## config.mk

```make
export PLATFORM = sky130hd
export DESIGN_NAME = dclink_pi_ctrl
export DESIGN_NICKNAME = d
export VERILOG_FILES = /design/src/rtl/dclink_pi_pkg.sv /design/src/rtl/pi_tick_gen.sv /design/src/rtl/pi_adc_capture.sv /design/src/rtl/pi_update.sv /design/src/rtl/dclink_pi_ctrl.sv
export SDC_FILE = /design/constraint.sdc
export NUM_CORES = 1
export LEC_CHECK = 0
export ABC_CLOCK_PERIOD_IN_PS = 12500
export BUFFER_PORTS_ARGS = -buffer_cell sky130_fd_sc_hd__buf_2
export CAP_MARGIN = 20
export CORE_MARGIN = 3
export CORE_UTILIZATION = 40
export CTS_BUF_LIST = sky130_fd_sc_hd__clkbuf_8
export DETAILED_ROUTE_END_ITERATION = 8
export REMOVE_ABC_BUFFERS = 1
export SYNTH_ARGS = -nofsm -noshare
export SYNTH_HDL_FRONTEND = slang
export SYNTH_SLANG_ARGS = --single-unit
```

## constraint.sdc

```tcl
create_clock -name clk -period 12.5 [get_ports clk]
set_input_delay 0.625 -clock clk [delete_from_list [all_inputs] [get_ports clk]]
set_output_delay 0.625 -clock clk [all_outputs]
set_load 0.02 [all_outputs]
```

## src/rtl/dclink_pi_pkg.sv

```systemverilog
package dclink_pi_pkg;
    typedef enum logic [1:0] {
        ST_STOP = 2'd0,
        ST_MEM  = 2'd1,
        ST_CALC = 2'd2,
        ST_OUT  = 2'd3
    } ctl_state_t;
endpackage

```

## src/rtl/pi_tick_gen.sv

```systemverilog
module pi_tick_gen #(
    parameter int PERIOD = 5000
) (
    input  logic clk,
    input  logic rst_n,
    output logic tick
);
    localparam int CNT_W = (PERIOD > 1) ? $clog2(PERIOD) : 1;
    localparam logic [CNT_W-1:0] LAST = CNT_W'(PERIOD - 1);

    logic [CNT_W-1:0] cnt_q;

    assign tick = (cnt_q == LAST);

    always_ff @(posedge clk or negedge rst_n) begin
        if (!rst_n)   cnt_q <= '0;
        else if (tick) cnt_q <= '0;
        else          cnt_q <= cnt_q + 1'b1;
    end
endmodule

```

## src/rtl/pi_adc_capture.sv

```systemverilog
module pi_adc_capture #(
    parameter int SAMPLE_W = 12,
    parameter int TIMEOUT  = 150
) (
    input  logic                clk,
    input  logic                rst_n,
    input  logic                active,
    input  logic                adc_ready,
    input  logic [SAMPLE_W-1:0] adc_code,
    output logic [SAMPLE_W-1:0] sample_q,
    output logic                captured,
    output logic                expired
);
    localparam int TMO_W = (TIMEOUT > 1) ? $clog2(TIMEOUT) : 1;
    localparam logic [TMO_W-1:0] TMO_LAST = TMO_W'(TIMEOUT - 1);

    logic [TMO_W-1:0] tmo_q;

    assign captured = active && adc_ready;
    assign expired  = active && !adc_ready && (tmo_q == TMO_LAST);

    always_ff @(posedge clk or negedge rst_n) begin
        if (!rst_n) begin
            tmo_q    <= '0;
            sample_q <= '0;
        end else begin
            if (!active || captured || expired) tmo_q <= '0;
            else                               tmo_q <= tmo_q + 1'b1;
            if (captured) sample_q <= adc_code;
        end
    end
endmodule

```

## src/rtl/pi_update.sv

```systemverilog
module pi_update #(
    parameter int SAMPLE_W = 12,
    parameter int COEF_W   = 16,
    parameter int FRAC_W   = 8,
    parameter int OUT_W    = 16
) (
    input  logic                     clk,
    input  logic                     rst_n,
    input  logic                     clear,
    input  logic                     step,
    input  logic [SAMPLE_W-1:0]      v_ref,
    input  logic [SAMPLE_W-1:0]      sample,
    input  logic signed [COEF_W-1:0] kp,
    input  logic signed [COEF_W-1:0] ki_t,
    input  logic signed [OUT_W-1:0]  y_min,
    input  logic signed [OUT_W-1:0]  y_max,
    output logic signed [OUT_W-1:0]  y_q
);
    localparam int E_W   = SAMPLE_W + 1;
    localparam int D_W   = SAMPLE_W + 2;
    localparam int ACC_W = COEF_W + SAMPLE_W + 4;

    logic signed [E_W-1:0]   err, e_prev_q;
    logic signed [D_W-1:0]   derr;
    logic signed [ACC_W-1:0] kp_x, ki_x, d_x, e_x, y_x, lo_x, hi_x;
    logic signed [ACC_W-1:0] acc, delta, cand;
    logic signed [OUT_W-1:0] y_next;

    assign err  = $signed({1'b0, v_ref}) - $signed({1'b0, sample});
    assign derr = {err[E_W-1], err} - {e_prev_q[E_W-1], e_prev_q};

    assign kp_x = {{(ACC_W-COEF_W){kp[COEF_W-1]}}, kp};
    assign ki_x = {{(ACC_W-COEF_W){ki_t[COEF_W-1]}}, ki_t};
    assign d_x  = {{(ACC_W-D_W){derr[D_W-1]}}, derr};
    assign e_x  = {{(ACC_W-E_W){err[E_W-1]}}, err};
    assign y_x  = {{(ACC_W-OUT_W){y_q[OUT_W-1]}}, y_q};
    assign lo_x = {{(ACC_W-OUT_W){y_min[OUT_W-1]}}, y_min};
    assign hi_x = {{(ACC_W-OUT_W){y_max[OUT_W-1]}}, y_max};

    assign acc   = kp_x * d_x + ki_x * e_x;
    assign delta = acc >>> FRAC_W;
    assign cand  = y_x + delta;

    always_comb begin
        if (cand > hi_x)      y_next = y_max;
        else if (cand < lo_x) y_next = y_min;
        else                  y_next = cand[OUT_W-1:0];
    end

    always_ff @(posedge clk or negedge rst_n) begin
        if (!rst_n) begin
            y_q      <= '0;
            e_prev_q <= '0;
        end else if (clear) begin
            y_q      <= '0;
            e_prev_q <= '0;
        end else if (step) begin
            y_q      <= y_next;
            e_prev_q <= err;
        end
    end
endmodule

```

## src/rtl/dclink_pi_ctrl.sv

```systemverilog
module dclink_pi_ctrl
    import dclink_pi_pkg::*;
#(
    parameter int SAMPLE_W = 12,
    parameter int COEF_W   = 16,
    parameter int FRAC_W   = 8,
    parameter int OUT_W    = 16,
    parameter int PERIOD   = 5000,
    parameter int TIMEOUT  = 150
) (
    input  logic                     clk,
    input  logic                     rst_n,
    input  logic                     run_en,
    input  logic [SAMPLE_W-1:0]      v_ref,
    input  logic signed [COEF_W-1:0] kp,
    input  logic signed [COEF_W-1:0] ki_t,
    input  logic signed [OUT_W-1:0]  y_min,
    input  logic signed [OUT_W-1:0]  y_max,
    input  logic                     adc_ready,
    input  logic [SAMPLE_W-1:0]      adc_code,
    output logic                     adc_req,
    output logic                     adc_fault,
    output logic [OUT_W-1:0]         gpio_word
);
    ctl_state_t state_q, state_d;
    logic tick, captured, expired;
    logic [SAMPLE_W-1:0] sample_q;
    logic signed [OUT_W-1:0] y_q;

    pi_tick_gen #(.PERIOD(PERIOD)) u_tick (
        .clk(clk), .rst_n(rst_n), .tick(tick)
    );

    pi_adc_capture #(.SAMPLE_W(SAMPLE_W), .TIMEOUT(TIMEOUT)) u_cap (
        .clk(clk), .rst_n(rst_n), .active(state_q == ST_MEM),
        .adc_ready(adc_ready), .adc_code(adc_code),
        .sample_q(sample_q), .captured(captured), .expired(expired)
    );

    pi_update #(.SAMPLE_W(SAMPLE_W), .COEF_W(COEF_W), .FRAC_W(FRAC_W), .OUT_W(OUT_W)) u_pi (
        .clk(clk), .rst_n(rst_n),
        .clear(state_q == ST_STOP), .step(state_q == ST_CALC),
        .v_ref(v_ref), .sample(sample_q), .kp(kp), .ki_t(ki_t),
        .y_min(y_min), .y_max(y_max), .y_q(y_q)
    );

    // next-state logic
    always_comb begin
        state_d = state_q;
        unique case (state_q)
            ST_STOP: if (tick) state_d = ST_MEM;
            ST_MEM: begin
                if (captured)     state_d = ST_CALC;
                else if (expired) state_d = ST_OUT;
            end
            ST_CALC: state_d = ST_OUT;
            ST_OUT:  if (tick) state_d = ST_MEM;
            default: state_d = ST_STOP;
        endcase
        if (!run_en) state_d = ST_STOP;
    end

    // state register
    always_ff @(posedge clk or negedge rst_n) begin
        if (!rst_n) state_q <= ST_STOP;
        else        state_q <= state_d;
    end

    // registered outputs
    always_ff @(posedge clk or negedge rst_n) begin
        if (!rst_n) begin
            gpio_word <= '0;
            adc_fault <= 1'b0;
        end else begin
            unique case (state_q)
                ST_STOP: begin
                    gpio_word <= '0;
                    adc_fault <= 1'b0;
                end
                ST_MEM: begin
                    if (captured)     adc_fault <= 1'b0;
                    else if (expired) adc_fault <= 1'b1;
                end
                ST_OUT:  gpio_word <= $unsigned(y_q);
                default: ;
            endcase
        end
    end

    assign adc_req = (state_q == ST_MEM);
endmodule

```

Yosys cells after proc, flatten, opt, wreduce, memory -nomap -nowiden
Index checks and enable logic that the tools add are counted.
{"block": "classes", "multipliers": 2, "n_mux": 17, "eq_ne": 8, "n_reduce_logical": 14, "n_lt_le_gt_ge": 2, "addsub": 6}
{"operator": "16-bit 2-to-1 mux", "count": 4}
{"operator": "13-bit 2-to-1 mux", "count": 3}
{"operator": "16-bit case mux with 2 select lines", "count": 1}
{"operator": "30-bit by 29-bit adder with 31-bit output", "count": 1}
{"operator": "16-bit by 14-bit multiplier with 30-bit output", "count": 1}
{"operator": "16-bit by 13-bit multiplier with 29-bit output", "count": 1}
{"operator": "25-bit by 16-bit greater-than comparator with 1-bit output", "count": 1}
{"operator": "25-bit by 16-bit < comparator with 1-bit output", "count": 1}
{"operator": "16-bit by 23-bit adder with 24-bit output", "count": 1}
{"operator": "13-bit by 13-bit subtractor with 14-bit output", "count": 1}
{"operator": "13-bit by 1-bit adder with 13-bit output (second input constant)", "count": 1}
{"operator": "13-bit == test (second input constant)", "count": 1}
{"operator": "12-bit by 12-bit subtractor with 13-bit output", "count": 1}
{"operator": "8-bit by 1-bit adder with 8-bit output (second input constant)", "count": 1}
{"operator": "8-bit == test (second input constant)", "count": 1}
{"operator": "2-bit 2-to-1 mux", "count": 4}
{"operator": "8-bit 2-to-1 mux", "count": 1}
{"operator": "2-bit case mux with 3 select lines", "count": 1}
{"operator": "2-bit nonzero test", "count": 3}
{"operator": "2-bit == test (second input constant)", "count": 2}
{"operator": "4-bit inequality test (second input constant)", "count": 1}
{"operator": "2-bit AND reduction", "count": 2}
{"operator": "1-bit logical AND", "count": 3}
{"operator": "3-bit by 2-bit inequality test with 1-bit output (second input constant)", "count": 1}
{"operator": "8 further kinds", "count": 11}
{"block": "totals", "out_inout_bits": 18, "reg_bits": 81, "in_bits": 92}

Logic depth before layout (Yosys ltp)
{"block": "depth", "ltp_word": 10, "mapped_depth": 61}

By module
From an unflattened synthesis, not the netlist that was laid out.
{"block": "hier_totals", "hier_cells": 2585, "area_unflattened_um2": 23286.1}
{"module": "pi_update", "cells_per_inst": 2368, "area_per_inst_um2": 20922.6, "n_inst": 1, "seq_area_each_um2": 725.7}
{"module": "pi_adc_capture", "cells_per_inst": 75, "area_per_inst_um2": 913.4, "n_inst": 1, "seq_area_each_um2": 500.5}
{"module": "dclink_pi_ctrl", "cells_per_inst": 88, "area_per_inst_um2": 842.1, "n_inst": 1, "seq_area_each_um2": 475.5}
{"module": "pi_tick_gen", "cells_per_inst": 54, "area_per_inst_um2": 608.1, "n_inst": 1, "seq_area_each_um2": 325.3}

Worst setup path after synthesis
OpenSTA, ideal clock, no wires.
{"block": "synth_path", "kind": "input to register", "start": "input port v_ref[0]", "end": "register u_pi.y_q[10]", "path_slack_ps": -375, "path_stages": 55, "n_path_buf": 5, "setup_time_ps": 133, "required_time_ps": 12367, "arrival_ps": 12742, "cell_sequence": "inv_1 -> ha_1 -> inv_1 -> fa_1 -> a21o_1 -> a21oi_1 -> o21bai_1 -> a21o_1 -> a21oi_1 -> o21bai_1 -> xor2_1 -> clkbuf_1 -> ha_1 -> o2111a_1 -> or3_4 -> a311o_1 -> buf_6 -> buf_12 -> [19 not listed] -> nor2b_1 -> o21ai_0 -> nand2b_1 -> a41oi_1 -> o21ai_0 -> a311oi_1 -> xnor2_1 -> ha_1 -> nor2b_1 -> o21ai_0 -> nand3_1 -> a2111oi_0 -> a211oi_1 -> and3b_1 -> clkbuf_1 -> clkbuf_1 -> a22oi_1 -> o21ai_0"}
{"block": "synth_between", "elab_chain_cells": 10, "elab_cells_between_ends": 12}
{"element": "start: declaration", "line_no": "dclink_pi_ctrl.sv:14", "source": "input logic [SAMPLE_W-1:0] v_ref,"}
{"element": "12-bit by 12-bit subtractor with 13-bit output *", "line_no": "pi_update.sv:29", "source": "assign err = $signed({1'b0, v_ref}) - $signed({1'b0, sample});"}
{"element": "13-bit by 13-bit subtractor with 14-bit output", "line_no": "pi_update.sv:30", "source": "assign derr = {err[E_W-1], err} - {e_prev_q[E_W-1], e_prev_q};"}
{"element": "16-bit by 14-bit multiplier with 30-bit output", "line_no": "pi_update.sv:40", "source": "assign acc = kp_x * d_x + ki_x * e_x;"}
{"element": "30-bit by 29-bit adder with 31-bit output *", "line_no": "pi_update.sv:40"}
{"element": "16-bit by 23-bit adder with 24-bit output *", "line_no": "pi_update.sv:42", "source": "assign cand = y_x + delta;"}
{"element": "25-bit by 16-bit < comparator with 1-bit output", "line_no": "pi_update.sv:46", "source": "else if (cand < lo_x) y_next = y_min;"}
{"element": "16-bit 2-to-1 mux", "line_no": "pi_update.sv:46"}
{"element": "16-bit 2-to-1 mux *", "line_no": "pi_update.sv:45", "source": "if (cand > hi_x) y_next = y_max;"}
{"element": "16-bit 2-to-1 mux *", "line_no": "pi_update.sv:57", "source": "end else if (step) begin"}
{"element": "16-bit 2-to-1 mux *", "line_no": "pi_update.sv:54", "source": "end else if (clear) begin"}
{"element": "end signal: assignment", "line_no": "pi_update.sv:58", "source": "y_q <= y_next;"}
{"element": "end: declaration", "line_no": "pi_update.sv:17", "source": "output logic signed [OUT_W-1:0] y_q"}
Mark *: on every way between the ends. The rest lies on a longest branch, timed or not. The select of a mux whose other input is x is not followed.
A chain may end at the register's enable or synchronous reset.

Worst setup path after layout
{"block": "layout_path", "start": "register u_cap.sample_q[0]", "end": "register u_pi.y_q[12]"}
{"block": "layout_between", "elab_chain_cells": 10, "elab_cells_between_ends": 12}
{"element": "start: declaration", "line_no": "pi_adc_capture.sv:10", "source": "output logic [SAMPLE_W-1:0] sample_q,"}
{"element": "start signal: assignment", "line_no": "pi_adc_capture.sv:29", "source": "if (captured) sample_q <= adc_code;"}
{"element": "12-bit by 12-bit subtractor with 13-bit output *", "line_no": "pi_update.sv:29"}
{"element": "13-bit by 13-bit subtractor with 14-bit output", "line_no": "pi_update.sv:30"}
{"element": "16-bit by 14-bit multiplier with 30-bit output", "line_no": "pi_update.sv:40"}
{"element": "30-bit by 29-bit adder with 31-bit output *", "line_no": "pi_update.sv:40"}
{"element": "16-bit by 23-bit adder with 24-bit output *", "line_no": "pi_update.sv:42"}
{"element": "25-bit by 16-bit < comparator with 1-bit output", "line_no": "pi_update.sv:46"}
{"element": "16-bit 2-to-1 mux", "line_no": "pi_update.sv:46"}
{"element": "16-bit 2-to-1 mux *", "line_no": "pi_update.sv:45"}
{"element": "16-bit 2-to-1 mux *", "line_no": "pi_update.sv:57"}
{"element": "16-bit 2-to-1 mux *", "line_no": "pi_update.sv:54"}
Marks and branches as above.

==> results by group <==
Run status
  • Outcome: finished clean

STA
  • Clock skew: 0.00646 ns
  • Slew margin rel.: 0.414
  • Max frequency: 0.0805 GHz
  • Final setup vio count: 0
  • Count of final hold-check violations: 0
  • Worst Max-Slew Pin Slew: 0.879 ns
  • Min Tclk post-route: 12.42 ns
  • Max-slew violations: 0
  • RSZ-0062 raised after global routing: yes
  • Final worst slack: 0.0828 ns
  • Final Cycle Share: 0.993

Clock network
  • CTS Sinks: 81
  • Htree depth: 3
  • CTS tree: done
  • Count of hold-fix buffers inserted at cts: 0
  • Clk_lat worst skew: 0.37 ns
  • CTS Buf Count: 9
  • Clk buf depth: 2
  • Root Driver: clkbuf_8
  • Reg clk slew, reported paths: 0.09 ns

Route
  • Detailed-route wire length per cell: 16.8 µm
  • Iteration-0 DRC Markers: 873
  • WL final: 58.4 mm
  • Vias per cell: 4.99
  • Vias post-DR: 17400
  • DRC violations left: 0
  • Routed Antenna Nets: 0
  • Drt first pass iters: 5

Setup path
  • Crit-path max cell delay: 0.52 ns
  • WP data required: 12.79 ns
  • Slowest CP cell: fa_1
  • Critical path arrival: 12.71 ns
  • Worst Path Class, Setup: flip-flop to flip-flop
  • Worst setup SP type: flip-flop
  • CP delay by family, top: adder cells
  • Crit path buf inv count: 12
  • Crit. End Element: flip-flop
  • Most used cell, CP: fa_1
  • Crit path max fanout: 7

Floorplanning
  • Core footprint: 55800 µm²
  • Starting Density: 0.409
  • Die width: 245 µm
  • Num rows: 86
  • I/O Pins: 110
  • Die ar.: 60000 µm²
  • Chip Height: 245 µm

GRT
  • Largest net degree at the start of global routing: 62
  • First-pass GRT wire length: 98.3 mm
  • Total grt overflow: 0
  • Antenna violations before repair: 0
  • Number of global-route vias before repair: 19300
  • Total GRT Usage: 0.203

Synth
  • Synth top area share: 0.422
  • Synth Area per Inst: 9.24 µm²
  • Post-synth top area cell: fa_1
  • Top area cells in the synthesized netlist: fa_1, ha_1, inv_1, dfrtp_1, nand2_1
  • Area of the mapped netlist: 22800 µm²
  • Synth Flop Type: dfrtp_1
  • Mapped Cells: 2471
  • Synth unique cells: 69
  • Synthesized flop and latch total: 81
  • Register area share after synthesis: 0.0887
  • Async set-reset flop share out of synthesis: 1.00
  • YS warnings: 0
  • Post-synth EDFFs: 0

Placed design
  • Routability congestion estimate: 0.895
  • Pre-CTS setup slack: -0.731 ns
  • Placed cell areas: 25600 µm²
  • Post-DP HPWL: 50.6 mm
  • Port bufs: 109

Cells and area
  • Area grow syn2layout: 16.2%
  • Final Cell Area: 26500 µm²
  • Commonest non-fill, non-tap cells in the layout: inv_1, fa_1, nand2_1, buf_4, ha_1
  • Net count, final: 3515
  • Most common cell after layout, fill and taps aside: inv_1
  • Antenna Cells: 0
  • Share of cells above drive strength 1: 0.180

Job
  • Max-Cap Viols: 0

Worst hold path
  • Worst Hold Class: primary input to async pin
==> final timing paths <==
kind,from,to,slack (ns),depth (start not counted)
max,u_cap.sample_q[0],u_pi.y_q[12],0.08,57
min,rst_n,u_cap.sample_q[3],0.12,1
max reg2reg,u_cap.sample_q[0],u_pi.y_q[12],0.08,57
min reg2reg,u_tick.cnt_q[0],u_tick.cnt_q[0],0.50,1
max in group asynchronous,rst_n,gpio_word[13],11.27,2
min in group clk,adc_code[11],u_cap.sample_q[11],0.48,2
==> synth_stat cells, drive strengths merged (37+ instances only) <==
library cell / instances
fa: 481
clkbuf: 78
inv: 594
o21ai: 37
and2: 126
nor2: 92
dfrtp: 81
nand2: 259
a21oi: 82
nand2b: 38
xnor2: 55
ha: 215
==> flip-flops by register name, indices dropped and copies added (netlist names) <==
signal	count
adc_fault	1
gpio_word	16
state_q	2
u_cap.sample_q	12
u_cap.tmo_q	8
u_pi.e_prev_q	13
u_pi.y_q	16
u_tick.cnt_q	13
==> timing repair <==
action                                  4_1_cts  5_1_grt
gates cloned                                  0        1
pin swaps                                     8       87
buffers inserted                              2        9
endpoints found under the setup margin       16       16
gates resized for setup                      27      121
==> layer usage <==
metal,share of wire,track usage,vias to the layer above,routed length (µm)
li1,-,-,7990,-
met1,0.42,0.261,8995,24300
met2,0.54,0.377,339,31300
met3,0.031,0.0166,52,1820
met4,0.017,0.0386,0,1000
met5,0,0,-,0
==> final cells by class <==
type	count	area [µm²]
clock buffers	9	124
clock inverters	7	72.6
fillers	5309	29300
inverters	594	2230
multi-input cells	1711	18800
flip-flops and latches	81	2030
well taps	748	936
repair buffers	330	2320
==> logic make-up after synthesis <==
group | synth area share
buf+inv | 0.113
fa+ha+maj | 0.539
flops | 0.0887
simple gates | 0.140
mux | 0.0125
xor+xnor | 0.0341
compound gates | 0.0725
==> per-stage QoR <==
stage / setup TNS, ns / utilization / cells / hold WS, ns
after floorplan: -6.94 / - / 2386 / 0.329
after global placement: -9.08 / 0.458 / 3450 / 0.471
after detailed placement: -11.03 / 0.458 / 3450 / 0.488
after CTS: 0 / 0.464 / 3468 / 0.112
after global routing: -6.77 / 0.475 / 3480 / 0.116
final: 0 / 0.475 / 3480 / 0.123
Power is left out: the tool's default activity adds up to more than one toggle a clock period on the data nets, which glitch-free logic cannot reach.
